**config.mk**
```make
export PLATFORM = sky130hd
export DESIGN_NAME = err_status_unit
export DESIGN_NICKNAME = d
export VERILOG_FILES = /design/src/rtl/esr_pkg.sv /design/src/rtl/esr_fault_eval.sv /design/src/rtl/esr_flag_bank.sv /design/src/rtl/esr_irq_ctrl.sv /design/src/rtl/err_status_unit.sv
export SDC_FILE = /design/constraint.sdc
export NUM_CORES = 1
export LEC_CHECK = 0
export CORE_UTILIZATION = 65
export CTS_CLUSTER_SIZE = 25
export DETAILED_ROUTE_END_ITERATION = 7
export DONT_BUFFER_PORTS = 1
export GPL_ROUTABILITY_DRIVEN = 0
export GPL_TIMING_DRIVEN = 0
export PLACE_DENSITY = 0.84
export SLEW_MARGIN = 20
export SYNTH_ARGS = -nofsm -noshare
export SYNTH_HDL_FRONTEND = slang
export SYNTH_SLANG_ARGS = --single-unit
```
**constraint.sdc**
```tcl
create_clock -name clk -period 1.9 [get_ports clk]
set_clock_uncertainty 0.15 [all_clocks]
set_input_delay 0.285 -clock clk [delete_from_list [all_inputs] [get_ports clk]]
set_output_delay 0.285 -clock clk [all_outputs]
set_load 0.02 [all_outputs]
```
**src/rtl/esr_pkg.sv**
```systemverilog
package esr_pkg;

  // Fault confinement encoding, carried in status bits 5:4
  typedef enum logic [1:0] {
    FC_ACTIVE  = 2'b00,
    FC_PASSIVE = 2'b01,
    FC_BUSOFF  = 2'b10
  } fault_e;

  typedef struct packed {
    logic   tx_warn;
    logic   rx_warn;
    fault_e fault;
  } conf_t;

  // Register indices
  localparam int ADDR_STAT = 0;
  localparam int ADDR_CTRL = 1;
  localparam int ADDR_CNT  = 2;

  // Status word positions
  localparam int ST_TWRN_IF = 17;
  localparam int ST_RWRN_IF = 16;
  localparam int ST_BERR_LO = 10;
  localparam int ST_TX_WARN = 9;
  localparam int ST_RX_WARN = 8;
  localparam int ST_IDLE    = 7;
  localparam int ST_ACTIVE  = 6;
  localparam int ST_FC_LO   = 4;
  localparam int ST_BOFF_IF = 2;
  localparam int ST_ERR_IF  = 1;
  localparam int ST_WAKE_IF = 0;

  // Control word enable positions
  localparam int EN_BOFF = 15;
  localparam int EN_ERR  = 14;
  localparam int EN_TWRN = 11;
  localparam int EN_RWRN = 10;
  localparam int EN_WAKE = 0;

  localparam logic [31:0] CTRL_MASK =
    (32'd1 << EN_BOFF) | (32'd1 << EN_ERR) | (32'd1 << EN_TWRN) |
    (32'd1 << EN_RWRN) | (32'd1 << EN_WAKE);

  // Interrupt flag vector ordering inside the flag bank
  localparam int IF_TWRN = 4;
  localparam int IF_RWRN = 3;
  localparam int IF_BOFF = 2;
  localparam int IF_ERR  = 1;
  localparam int IF_WAKE = 0;
  localparam int NIF     = 5;

endpackage

```
**src/rtl/esr_fault_eval.sv**
```systemverilog
module esr_fault_eval
  import esr_pkg::*;
#(
  parameter int TXC_W    = 9,
  parameter int RXC_W    = 8,
  parameter int WARN_LIM = 96,
  parameter int PASS_LIM = 128,
  parameter int BOFF_LIM = 256
) (
  input  logic             clk,
  input  logic             rst,
  input  logic [TXC_W-1:0] tx_cnt,
  input  logic [RXC_W-1:0] rx_cnt,
  output conf_t            conf_q,
  output logic             twrn_rise,
  output logic             rwrn_rise,
  output logic             boff_rise,
  output logic             conf_chg
);

  localparam logic [TXC_W-1:0] TX_WARN = TXC_W'(WARN_LIM);
  localparam logic [TXC_W-1:0] TX_PASS = TXC_W'(PASS_LIM);
  localparam logic [TXC_W-1:0] TX_BOFF = TXC_W'(BOFF_LIM);
  localparam logic [RXC_W-1:0] RX_WARN = RXC_W'(WARN_LIM);
  localparam logic [RXC_W-1:0] RX_PASS = RXC_W'(PASS_LIM);

  conf_t conf_d;

  always_comb begin
    conf_d.tx_warn = (tx_cnt >= TX_WARN);
    conf_d.rx_warn = (rx_cnt >= RX_WARN);
    if (tx_cnt >= TX_BOFF)
      conf_d.fault = FC_BUSOFF;
    else if ((tx_cnt >= TX_PASS) || (rx_cnt >= RX_PASS))
      conf_d.fault = FC_PASSIVE;
    else
      conf_d.fault = FC_ACTIVE;
  end

  always_ff @(posedge clk) begin
    if (rst) begin
      conf_q <= '{tx_warn: 1'b0, rx_warn: 1'b0, fault: FC_ACTIVE};
    end else begin
      conf_q <= conf_d;
    end
  end

  // Edge events are taken against the registered copy so that flags and
  // levels update on the same clock edge.
  assign twrn_rise = conf_d.tx_warn & ~conf_q.tx_warn;
  assign rwrn_rise = conf_d.rx_warn & ~conf_q.rx_warn;
  assign boff_rise = (conf_d.fault == FC_BUSOFF) && (conf_q.fault != FC_BUSOFF);
  assign conf_chg  = (conf_d.fault != conf_q.fault);

endmodule

```
**src/rtl/esr_flag_bank.sv**
```systemverilog
module esr_flag_bank
  import esr_pkg::*;
#(
  parameter int NBERR = 6
) (
  input  logic             clk,
  input  logic             rst,
  input  logic [NBERR-1:0] berr_evt,
  input  logic             rd_clr,
  input  logic [NIF-1:0]   if_set,
  input  logic [NIF-1:0]   if_w1c,
  output logic [NBERR-1:0] berr_q,
  output logic [NIF-1:0]   if_q
);

  // Bus error flags: a read clears them, a coincident event keeps them set
  for (genvar k = 0; k < NBERR; k++) begin : g_berr
    always_ff @(posedge clk) begin
      if (rst)
        berr_q[k] <= 1'b0;
      else
        berr_q[k] <= berr_evt[k] | (berr_q[k] & ~rd_clr);
    end
  end

  // Interrupt flags: write-one-to-clear, set has priority
  for (genvar j = 0; j < NIF; j++) begin : g_iflag
    always_ff @(posedge clk) begin
      if (rst)
        if_q[j] <= 1'b0;
      else
        if_q[j] <= if_set[j] | (if_q[j] & ~if_w1c[j]);
    end
  end

endmodule

```
**src/rtl/esr_irq_ctrl.sv**
```systemverilog
module esr_irq_ctrl
  import esr_pkg::*;
(
  input  logic           clk,
  input  logic           rst,
  input  logic           wr_en,
  input  logic [31:0]    wdata,
  input  logic [NIF-1:0] if_q,
  output logic [31:0]    ctrl_q,
  output logic           irq_q
);

  logic warn_any;
  logic irq_d;

  always_ff @(posedge clk) begin
    if (rst)
      ctrl_q <= '0;
    else if (wr_en)
      ctrl_q <= wdata & CTRL_MASK;
  end

  // Warning sources are only delivered under the general error enable
  always_comb begin
    warn_any = (if_q[IF_TWRN] & ctrl_q[EN_TWRN]) |
               (if_q[IF_RWRN] & ctrl_q[EN_RWRN]);
    irq_d    = (if_q[IF_BOFF] & ctrl_q[EN_BOFF]) |
               (if_q[IF_ERR]  & ctrl_q[EN_ERR])  |
               (if_q[IF_WAKE] & ctrl_q[EN_WAKE]) |
               (warn_any      & ctrl_q[EN_ERR]);
  end

  always_ff @(posedge clk) begin
    if (rst)
      irq_q <= 1'b0;
    else
      irq_q <= irq_d;
  end

endmodule

```
**src/rtl/err_status_unit.sv**
```systemverilog
module err_status_unit
  import esr_pkg::*;
#(
  parameter int AW       = 2,
  parameter int NBERR    = 6,
  parameter int TXC_W    = 9,
  parameter int RXC_W    = 8,
  parameter int WARN_LIM = 96,
  parameter int PASS_LIM = 128,
  parameter int BOFF_LIM = 256
) (
  input  logic             clk,
  input  logic             rst,
  input  logic [AW-1:0]    host_addr,
  input  logic             host_rd,
  input  logic             host_wr,
  input  logic [31:0]      host_wdata,
  output logic [31:0]      host_rdata,
  input  logic [NBERR-1:0] berr_evt,
  input  logic             wake_evt,
  input  logic             bus_idle,
  input  logic             bus_active,
  input  logic [TXC_W-1:0] tx_errcnt,
  input  logic [RXC_W-1:0] rx_errcnt,
  output logic             err_irq
);

  localparam logic [AW-1:0] A_STAT = AW'(ADDR_STAT);
  localparam logic [AW-1:0] A_CTRL = AW'(ADDR_CTRL);
  localparam logic [AW-1:0] A_CNT  = AW'(ADDR_CNT);

  conf_t            conf_q;
  logic             twrn_rise, rwrn_rise, boff_rise, conf_chg;
  logic [NBERR-1:0] berr_q;
  logic [NIF-1:0]   if_q, if_set, if_w1c;
  logic [31:0]      ctrl_word;
  logic [31:0]      esr_word;
  logic [31:0]      cnt_word;
  logic             idle_q, active_q;
  logic             sel_stat, sel_ctrl;
  logic             rd_clr;

  assign sel_stat = (host_addr == A_STAT);
  assign sel_ctrl = (host_addr == A_CTRL);
  assign rd_clr   = host_rd & sel_stat;

  esr_fault_eval #(
    .TXC_W   (TXC_W),
    .RXC_W   (RXC_W),
    .WARN_LIM(WARN_LIM),
    .PASS_LIM(PASS_LIM),
    .BOFF_LIM(BOFF_LIM)
  ) u_eval (
    .clk      (clk),
    .rst      (rst),
    .tx_cnt   (tx_errcnt),
    .rx_cnt   (rx_errcnt),
    .conf_q   (conf_q),
    .twrn_rise(twrn_rise),
    .rwrn_rise(rwrn_rise),
    .boff_rise(boff_rise),
    .conf_chg (conf_chg)
  );

  always_comb begin
    if_set          = '0;
    if_set[IF_TWRN] = twrn_rise;
    if_set[IF_RWRN] = rwrn_rise;
    if_set[IF_BOFF] = boff_rise;
    if_set[IF_ERR]  = (|berr_evt) | conf_chg;
    if_set[IF_WAKE] = wake_evt;

    if_w1c          = '0;
    if (host_wr && sel_stat) begin
      if_w1c[IF_TWRN] = host_wdata[ST_TWRN_IF];
      if_w1c[IF_RWRN] = host_wdata[ST_RWRN_IF];
      if_w1c[IF_BOFF] = host_wdata[ST_BOFF_IF];
      if_w1c[IF_ERR]  = host_wdata[ST_ERR_IF];
      if_w1c[IF_WAKE] = host_wdata[ST_WAKE_IF];
    end
  end

  esr_flag_bank #(
    .NBERR(NBERR)
  ) u_flags (
    .clk     (clk),
    .rst     (rst),
    .berr_evt(berr_evt),
    .rd_clr  (rd_clr),
    .if_set  (if_set),
    .if_w1c  (if_w1c),
    .berr_q  (berr_q),
    .if_q    (if_q)
  );

  esr_irq_ctrl u_irq (
    .clk   (clk),
    .rst   (rst),
    .wr_en (host_wr & sel_ctrl),
    .wdata (host_wdata),
    .if_q  (if_q),
    .ctrl_q(ctrl_word),
    .irq_q (err_irq)
  );

  always_ff @(posedge clk) begin
    if (rst) begin
      idle_q   <= 1'b0;
      active_q <= 1'b0;
    end else begin
      idle_q   <= bus_idle;
      active_q <= bus_active;
    end
  end

  always_comb begin
    esr_word                                 = '0;
    esr_word[ST_TWRN_IF]                     = if_q[IF_TWRN];
    esr_word[ST_RWRN_IF]                     = if_q[IF_RWRN];
    esr_word[ST_BERR_LO +: NBERR]            = berr_q;
    esr_word[ST_TX_WARN]                     = conf_q.tx_warn;
    esr_word[ST_RX_WARN]                     = conf_q.rx_warn;
    esr_word[ST_IDLE]                        = idle_q;
    esr_word[ST_ACTIVE]                      = active_q;
    esr_word[ST_FC_LO +: 2]                  = conf_q.fault;
    esr_word[ST_BOFF_IF]                     = if_q[IF_BOFF];
    esr_word[ST_ERR_IF]                      = if_q[IF_ERR];
    esr_word[ST_WAKE_IF]                     = if_q[IF_WAKE];

    cnt_word        = '0;
    cnt_word[7:0]   = tx_errcnt[7:0];
    cnt_word[15:8]  = rx_errcnt[7:0];
  end

  always_ff @(posedge clk) begin
    if (rst) begin
      host_rdata <= '0;
    end else if (host_rd) begin
      if (sel_stat)
        host_rdata <= esr_word;
      else if (sel_ctrl)
        host_rdata <= ctrl_word;
      else if (host_addr == A_CNT)
        host_rdata <= cnt_word;
      else
        host_rdata <= '0;
    end
  end

endmodule

```
# Word level (Yosys, flattened, before mapping)
# Cells that the tools add are included.
# op_classes
n_eq_ne,5
reduce_logical,5
shift,0
n_div,0
mux,6
addsub,0
magnitude_cmp,5
n_bitwise,45
mul,0
# op_table
op,n
$mux 16,2
$and 1x1->1,21
$mux 18,1
$or 1x1->1,16
$ge 9x7->1 const B,1
$ge 9x8->1 const B,1
$ge 9x9->1 const B,1
$ge 8x7->1 const B,1
$ge 8x8->1 const B,1
$not 1->1,8
$reduce_or 6->1,1
$mux 5,1
$eq 2x2->1 const B,2
$eq 2x1->1 const B,1
$logic_and 1x1->1,2
$logic_not 2->1,1
$mux 2,1
$ne 2x2->1,1
$ne 2x2->1 const B,1
$logic_or 1x1->1,1
$mux 1,1
# totals
memories,0
inputBits,64
ramBits,0
romBits,0
wordCells,85
latchBits,0
reg_bits,55

# Depth between registers and ports, before layout
# Gate-level depths: netlist of run 1.
# logic_depth
depth_word,7
ltp_mapped,5

# Modules after synthesis
# From an unflattened synthesis of run 1, not the netlist that was laid out.
# unflattened
hier_cells,309
area_unflattened_um2,2797.7
# by_module_without_submodules
module,area_each_um2,instances,cells_per_inst
err_status_unit,1767.9,1,197
esr_irq_ctrl,441.7,1,49
esr_flag_bank,429.2,1,45
esr_fault_eval,158.9,1,18

# Worst setup path after synthesis of run 1
# Ideal clock, no wire load.
# synth_timing
path_kind,input to register
startpoint,input port host_addr[1]
endpoint,register host_rdata[9]
required_ps,1622
cell_stages,5
arrival_time_ps,1109
slack_ps,514
n_path_buf,2
cell_sequence,buf_4 -> buf_2 -> mux2_2 -> a21oi_1 -> nor2_1
# synth_between
elab_chain_cells,4
elab_cells_between_ends,6
cone_classes,eq/ne (2); mux (3); reduce/logical (1)
# synth_lines
element,line,text
"start, declared",err_status_unit.sv:14,"input logic [AW-1:0] host_addr,"
$eq 2x2->1,err_status_unit.sv:143,else if (host_addr == A_CNT)
$mux 16,err_status_unit.sv:143,
$mux 16,err_status_unit.sv:141,else if (sel_ctrl)
$mux 18 *,err_status_unit.sv:139,if (sel_stat)
"end signal, assigned",err_status_unit.sv:140,host_rdata <= esr_word;
"end signal, assigned",err_status_unit.sv:142,host_rdata <= ctrl_word;
"end signal, assigned",err_status_unit.sv:144,host_rdata <= cnt_word;
"end, declared",err_status_unit.sv:18,"output logic [31:0] host_rdata,"
# Mark *: on every way between the ends. The rest lies on a longest branch, timed or not.
# A chain may end at the register's enable or synchronous reset.

# Worst setup path after layout of run 1
# layout_timing
startpoint,input port tx_errcnt[8]
endpoint,"register, netlist name u_eval.conf_q[3]"
# layout_between
elab_chain_cells,1
# layout_lines
element,line,text
"start, declared",err_status_unit.sv:23,"input logic [TXC_W-1:0] tx_errcnt,"
$ge 9x7->1,esr_fault_eval.sv:30,conf_d.tx_warn = (tx_cnt >= TX_WARN);
# Every way passes these cells.

==> summary.txt, run 1 <==
Yosys
  – Post-synthesis sequential area ratio: 44.6%
  – Synth warn: 0
  – Post-synthesis cell count: 200
  – Share of the synthesized area in the top cell type: 44.6%
  – Leading area contributor after synthesis: dfxtp_1
  – Post-synthesis mux area share: 11.5%
  – Synth top area cells: dfxtp_1 (45%), buf_4 (6.5%), nor2_1 (6.5%)
  – Async SR Flop Fraction: 0%
  – Ys flop type: dfxtp_1
  – Synthesized area: 0.00184 mm2
  – Count leader, synth: dfxtp_1
  – Post-synth EDFFs: 0
  – Main combinational cell family by area after synthesis: simple AND/OR/NAND/NOR gates
  – Commonest cells post-synth: dfxtp_1 (41), nor2_1 (32), a21oi_1 (21), buf_4 (16), nor2b_1 (15)
  – Post-synthesis simple-gate area fraction: 19.0%
  – Count of cell types in the netlist: 35
  – Mean area per synthesized cell: 9.21 um2
  – Synth Area in Adders: 0%
  – Post-synthesis xor/xnor area fraction: less than 1%
  – Compound-cell area share of the yosys netlist: about 14%
  – Synth Register Bits: 41

Status
  – Status: finished, final reports clean

Power and ir drop
  – Maximum vdd drop: 0.781 mV
  – Static Leak: 0.990 nW
  – Overall power: 1.76 mW
  – Pwr per Cell Area: 764 mW/mm2

Clock tree
  – Clock slew at reported path FFs: around 0.12 ns
  – Clock root cell: clkbuf_4
  – Number of CTS-inserted buffers: 5
  – Post_cts resized: 0
  – Htree depth: 2
  – Clock Latency Late Sink: 0.37 ns
  – CTS tree: done
  – Clock Sinks: 41
  – Clock buffer depth: 2

Detailed routing
  – Via density per instance: 5.99
  – Drt first pass iters: 4
  – Routed len/inst: between 15 and 20 um
  – Via count: 1,682
  – DR DRC count: 0
  – Final ANT Viol Nets: 0
  – Iteration-0 DRC Markers: 77
  – Drt total wl: 5220 um

Timing
  – Fmax achieved: 557 MHz
  – Slew headroom: 60.6%
  – Sum of negative setup slack: 0 ns
  – WHS: around 0.015 ns
  – Fin crit period: 1.80 ns
  – Final Max Tran Viols: 0
  – Setup violations, final: 0
  – RSZ-0062 raised after global routing: no
  – Worst Max-Slew Pin Slew: 0.590 ns
  – Final Hold Fails: 0
  – Final period utilization: 94.6%

GRT
  – GRT Util Overall: 34.7%
  – First-pass GRT wire length: 8120 um
  – Total global routing overflow: 0
  – Largest net degree at the start of global routing: 13
  – Initial antenna violation count: 0
  – Vias in the first global route: roughly 1.7k

Setup path
  – Setup crit start kind: input pin
  – WS Path Type: in -> reg
  – Endpoint class of the critical path: register
  – CP Data Required Time: 1.99 ns
  – Critical Path AT: about 1.9 ns
  – Worst-path fanout max: 4

Floorplanning
  – Total die area: ~0.0031 mm2
  – Row cnt: 18
  – Die H: 55.2 um
  – IO Pins: 97
  – Initial core utilization: 71.7%
  – Core ar.: 0.00257 mm2
  – Chip Width: 55.2 um

Final layout
  – Synthesis-to-layout area growth: 24.8%
  – Layout cells sized above 1: 16.7%
  – Fin nets: between 300 and 400
  – Fillers: 115
  – Antenna cell count: 0

Hold path
  – Hold Path Class: in -> reg

Flow run
  – Max Cap Viol: 0

Placement
  – Final HPWL DP: 3080 um
  – PortBufs: 0
registers in the layout (all words and copies together) (netlist names):
register        flops
active_q            1
u_irq.ctrl_q        5
u_flags.if_q        5
u_eval.conf_q       4
u_flags.berr_q      6
host_rdata         18
u_irq.irq_q         1
idle_q              1
cell usage in the layout, fill, tap and decap left out, types with 3 or more instances in the layout:
| cell type | instances |
|---|---|
| dfxtp_1 | 41 |
| nor2_1 | 32 |
| dlygate4sd3_1 | 30 |
| a21oi_1 | 21 |
| buf_4 | 16 |
| nor2b_1 | 15 |
| conb_1 | 14 |
| mux2_2 | 10 |
| mux2i_1 | 10 |
| clkbuf_1 | 8 |
| or2_1 | 5 |
| nand2_1 | 5 |
| a311oi_1 | 5 |
| clkbuf_4 | 5 |
| inv_1 | 3 |
what timing repair did:
item                      4_1_cts  5_1_grt
hold endpoints to repair       30        2
buffers inserted                0        0
hold buffers                   27        3
worst paths after layout:
path / start / endpoint / slack, ns / cells past startpoint
min: berr_evt[2] / u_flags.if_q[1] / 0.01 / 2
min reg2reg: u_eval.conf_q[3] / u_flags.if_q[4] / 0.31 / 1
max reg2reg: u_flags.if_q[3] / u_irq.irq_q / 0.57 / 3
max: tx_errcnt[8] / u_eval.conf_q[3] / 0.10 / 4
layout make-up:
cell class	instances	area, um2	share of cell area, %
clock inverters	1	5.00	0.218
inverters	3	11.3	0.490
repair buffers	30	300	13.1
plain buffers	26	160	6.97
well taps	30	37.5	1.63
clock buffers	7	65.1	2.83
flip-flops and latches	41	821	35.7
multi-input cells	143	898	39.1
critical path: stages:
cell and delay, ns:
dlygate4sd3_1 0.60, a211oi_1 0.34, dlygate4sd3_1 0.62, nor2_1 0.05
routing by layer:
metal	up-vias	wire length, um	track usage (%)
li1	755	-	-
met1	762	1850	38.7
met2	132	2570	60.2
met3	33	522	10.5
met4	0	272	16.1
met5	-	0	0
where the power goes:
| group | switching [mW] | total, mW | internal [mW] |
|---|---|---|---|
| clock | 0.304 | 0.519 | 0.215 |
| combinational | 0.139 | 0.278 | 0.139 |
| sequential | 0.0530 | 0.960 | 0.907 |
| total | 0.496 | 1.76 | 1.26 |
stage by stage:
stage / util (%) / std cells / setup WS [ns] / cell area [um2]
after global routing: 89.5 / 281 / 0.0776 / 2300
after detailed placement: 75.1 / 243 / 0.367 / 1930
after global placement: 75.1 / 243 / 0.389 / 1930
after floorplan: - / 213 / 0.514 / 1890
after CTS: 88.4 / 278 / 0.299 / 2270
final: 89.5 / 281 / 0.104 / 2300
kinds of logic (layout without fill, tap and decap cells):
| group | Yosys count | in the layout |
|---|---|---|
| compound gates | 40 | 40 |
| flops | 41 | 41 |
| buf+inv | 29 | 67 |
| simple gates | 67 | 67 |
| mux | 20 | 20 |
| xor+xnor | 2 | 2 |
| other cells | 1 | 14 |
(Power assumes the default switching activity.)
==> inputs of run 2 (changes only) <==
--- a/config.mk
+++ b/config.mk
@@ -5,13 +5,14 @@
 export SDC_FILE = /design/constraint.sdc
 export NUM_CORES = 1
 export LEC_CHECK = 0
-export CORE_UTILIZATION = 65
+export CORE_MARGIN = 2
+export CORE_UTILIZATION = 61
 export CTS_CLUSTER_SIZE = 25
 export DETAILED_ROUTE_END_ITERATION = 7
 export DONT_BUFFER_PORTS = 1
 export GPL_ROUTABILITY_DRIVEN = 0
 export GPL_TIMING_DRIVEN = 0
-export PLACE_DENSITY = 0.84
+export PLACE_DENSITY = 0.8
 export SLEW_MARGIN = 20
 export SYNTH_ARGS = -nofsm -noshare
 export SYNTH_HDL_FRONTEND = slang
==> constraint.sdc (replaced) <==
create_clock -name clk -period 1.8 [get_ports clk]
set_clock_uncertainty 0.15 [all_clocks]
set_input_delay 0.09 -clock clk [delete_from_list [all_inputs] [get_ports clk]]
set_output_delay 0.09 -clock clk [all_outputs]
set_load 0.02 [all_outputs]
==> summary.txt, run 2 (synthesized netlist as in run 1, its figures left out) <==
Status
  – Status: finished with violations
  – Failing checks: DRC

Setup path
  – CP Data Required Time: 1.97 ns
  – R2r endpoint: host_rdata[11]
  – Levels on crit path: 4
  – Endpoint class of the critical path: register
  – Crit-path cells: mux2i_1, or2_1, a311oi_1, dlygate4sd3_1
  – Setup crit end: host_rdata[11]
  – Reg2reg start: u_irq.ctrl_q[11]
  – Setup crit start kind: register
  – Critical path startpoint: u_irq.ctrl_q[11]
  – Critical Path AT: 1.90 ns
  – Reg2reg setup slack: 0.06 ns
  – Delay-heaviest family, CP: buffers and inverters
  – Reg2reg path depth: 4
  – CP max-delay cell: dlygate4sd3_1
  – CP Buf/Inv Count: 1
  – Crit path largest cell delay: 0.56 ns
  – WS Path Type: reg -> reg
  – Worst-path fanout max: 3

Floorplanning
  – IO Pins: 97
  – Chip Width: 59.0 um
  – Die H: 59.0 um
  – Total die area: 0.00348 mm2
  – Core ar.: around 0.0028 mm2
  – Initial core utilization: about 66%
  – Row cnt: 19

Final layout
  – Top reg by flops: host_rdata
  – Antenna cell count: 0
  – Most frequent cells in the layout: dlygate4sd3_1 (43), dfxtp_1 (39), nor2_1 (32)
  – Fin nets: roughly 330
  – Max reg flops: 18
  – Commonest non-fill, non-tap cell in the layout: dlygate4sd3_1
  – Layout cells sized above 1: between 10% and 20%
  – Synthesis-to-layout area growth: 33.2%
  – Largest registers: host_rdata (18), u_flags.berr_q (6)

Clock tree
  – Number of CTS-inserted buffers: 5
  – Clock buffer depth: 2
  – Clock root cell: clkbuf_4
  – CTS tree: done
  – Htree depth: 2
  – Clock slew at reported path FFs: ~0.12 ns
  – Clock Latency Late Sink: 0.36 ns
  – Clock Sinks: 41

GRT
  – First-pass GRT wire length: ~8400 um
  – Initial antenna violation count: 0
  – Total global routing overflow: 0
  – Vias in the first global route: 1,750
  – Largest net degree at the start of global routing: 13
  – GRT Util Overall: around a third

Detailed routing
  – Drt total wl: 5240 um
  – Via density per instance: 5.75
  – Routed len/inst: 17.8 um
  – Iteration-0 DRC Markers: 118
  – Final ANT Viol Nets: 0
  – DR DRC count: 5
  – Drt first pass iters: 6
  – Via count: ~1.7k

Hold path
  – Min-Delay Path Depth: 3
  – Hold Path Class: in -> reg

Timing
  – Fin crit period: 1.74 ns
  – Fmax achieved: approximately 580 MHz
  – Final Max Tran Viols: 0
  – Final period utilization: 96.5%
  – Sum of negative setup slack: 0 ns
  – RSZ-0062 raised after global routing: no
  – Worst Max-Slew Pin Slew: 0.517 ns
  – Setup violations, final: 0
  – Slew headroom: 65.5%
  – Final Hold Fails: 0
  – Final worst slack: 0.0632 ns

Power and ir drop
  – Maximum vdd drop: 0.592 mV
  – Pwr per Cell Area: 802 mW/mm2
  – Static Leak: 1.05 nW
  – Overall power: 1.97 mW

Flow run
  – Max Cap Viol: 0

Placement
  – Final HPWL DP: 3080 um
  – Post-Place Setup Slack: 0.468 ns
  – PortBufs: 0
run 2: changes by cell type in the layout (fill, tap and decap cells not counted), sizes merged:
cell and delta:
clkinv -1, bufinv +1, dlygate4sd3 +13
run 2: area by class of cell:
| class | instances | area [um2] |
|---|---|---|
| Multi-Input combinational cell | 143 | 905 |
| Sequential cell | 41 | 823 |
| Timing Repair Buffer | 43 | 430 |
| Fill cell | 148 | 352 |
| Buffer | 26 | 160 |
| Clock buffer | 7 | 55.1 |
| Tap cell | 31 | 38.8 |
| Clock inverter | 1 | 30.0 |
| Inverter | 3 | 11.3 |
run 2: repair_timing:
action / 4_1_cts / 5_1_grt
hold buffers: 43 / 0
endpoints found under the setup margin: 0 / 1
buffers inserted: 0 / 0
endpoints found under the hold margin: 40 / 0
resized for setup: 0 / 3
run 2: power by group:
part	switching [mW]	total (mW)	internal [mW]
Combinational	0.154	0.321	0.166
Sequential	0.0573	1.01	0.957
Clock	0.300	0.632	0.332
Total	0.512	1.97	1.46
run 2: layer usage:
metal / vias to the layer above / global-route usage [%] / part of all wire, %
met5: - / 0 / 0
met4: 0 / 15.9 / 2.8
met3: 16 / 11.9 / 9.1
met2: 97 / 54.8 / 50
met1: 804 / 37.4 / 38
li1: 778 / - / -
run 2: tightest hold or removal path, stage by stage:
cell and delay [ns]:
clkbuf_1 0.24, a211o_1 0.15, o31ai_1 0.05
run 2: metrics by stage:
step,area (um2),instances,utilization (%),hold WS (ns)
6_report,2450,295,87.5,0.0578
5_1_grt,2450,295,87.5,0.0698
4_1_cts,2440,295,87.2,0.0136
3_5_place_dp,1930,244,68.8,0.0678
3_3_place_gp,1930,244,68.8,0.0594
2_1_floorplan,1890,213,-,0.0574
run 2: how the worst min path moves through the flow:
stage | start | endpoint | slack (ns)
5_1_grt | rst | u_flags.if_q[4] | 0.07
6_report | rst | u_flags.if_q[4] | 0.06
4_1_cts | host_rd | host_rdata[15] | 0.01
3_3_place_gp | berr_evt[4] | u_flags.berr_q[4] | 0.06
3_5_place_dp | berr_evt[4] | u_flags.berr_q[4] | 0.07
2_1_floorplan | berr_evt[0] | u_flags.berr_q[0] | 0.06
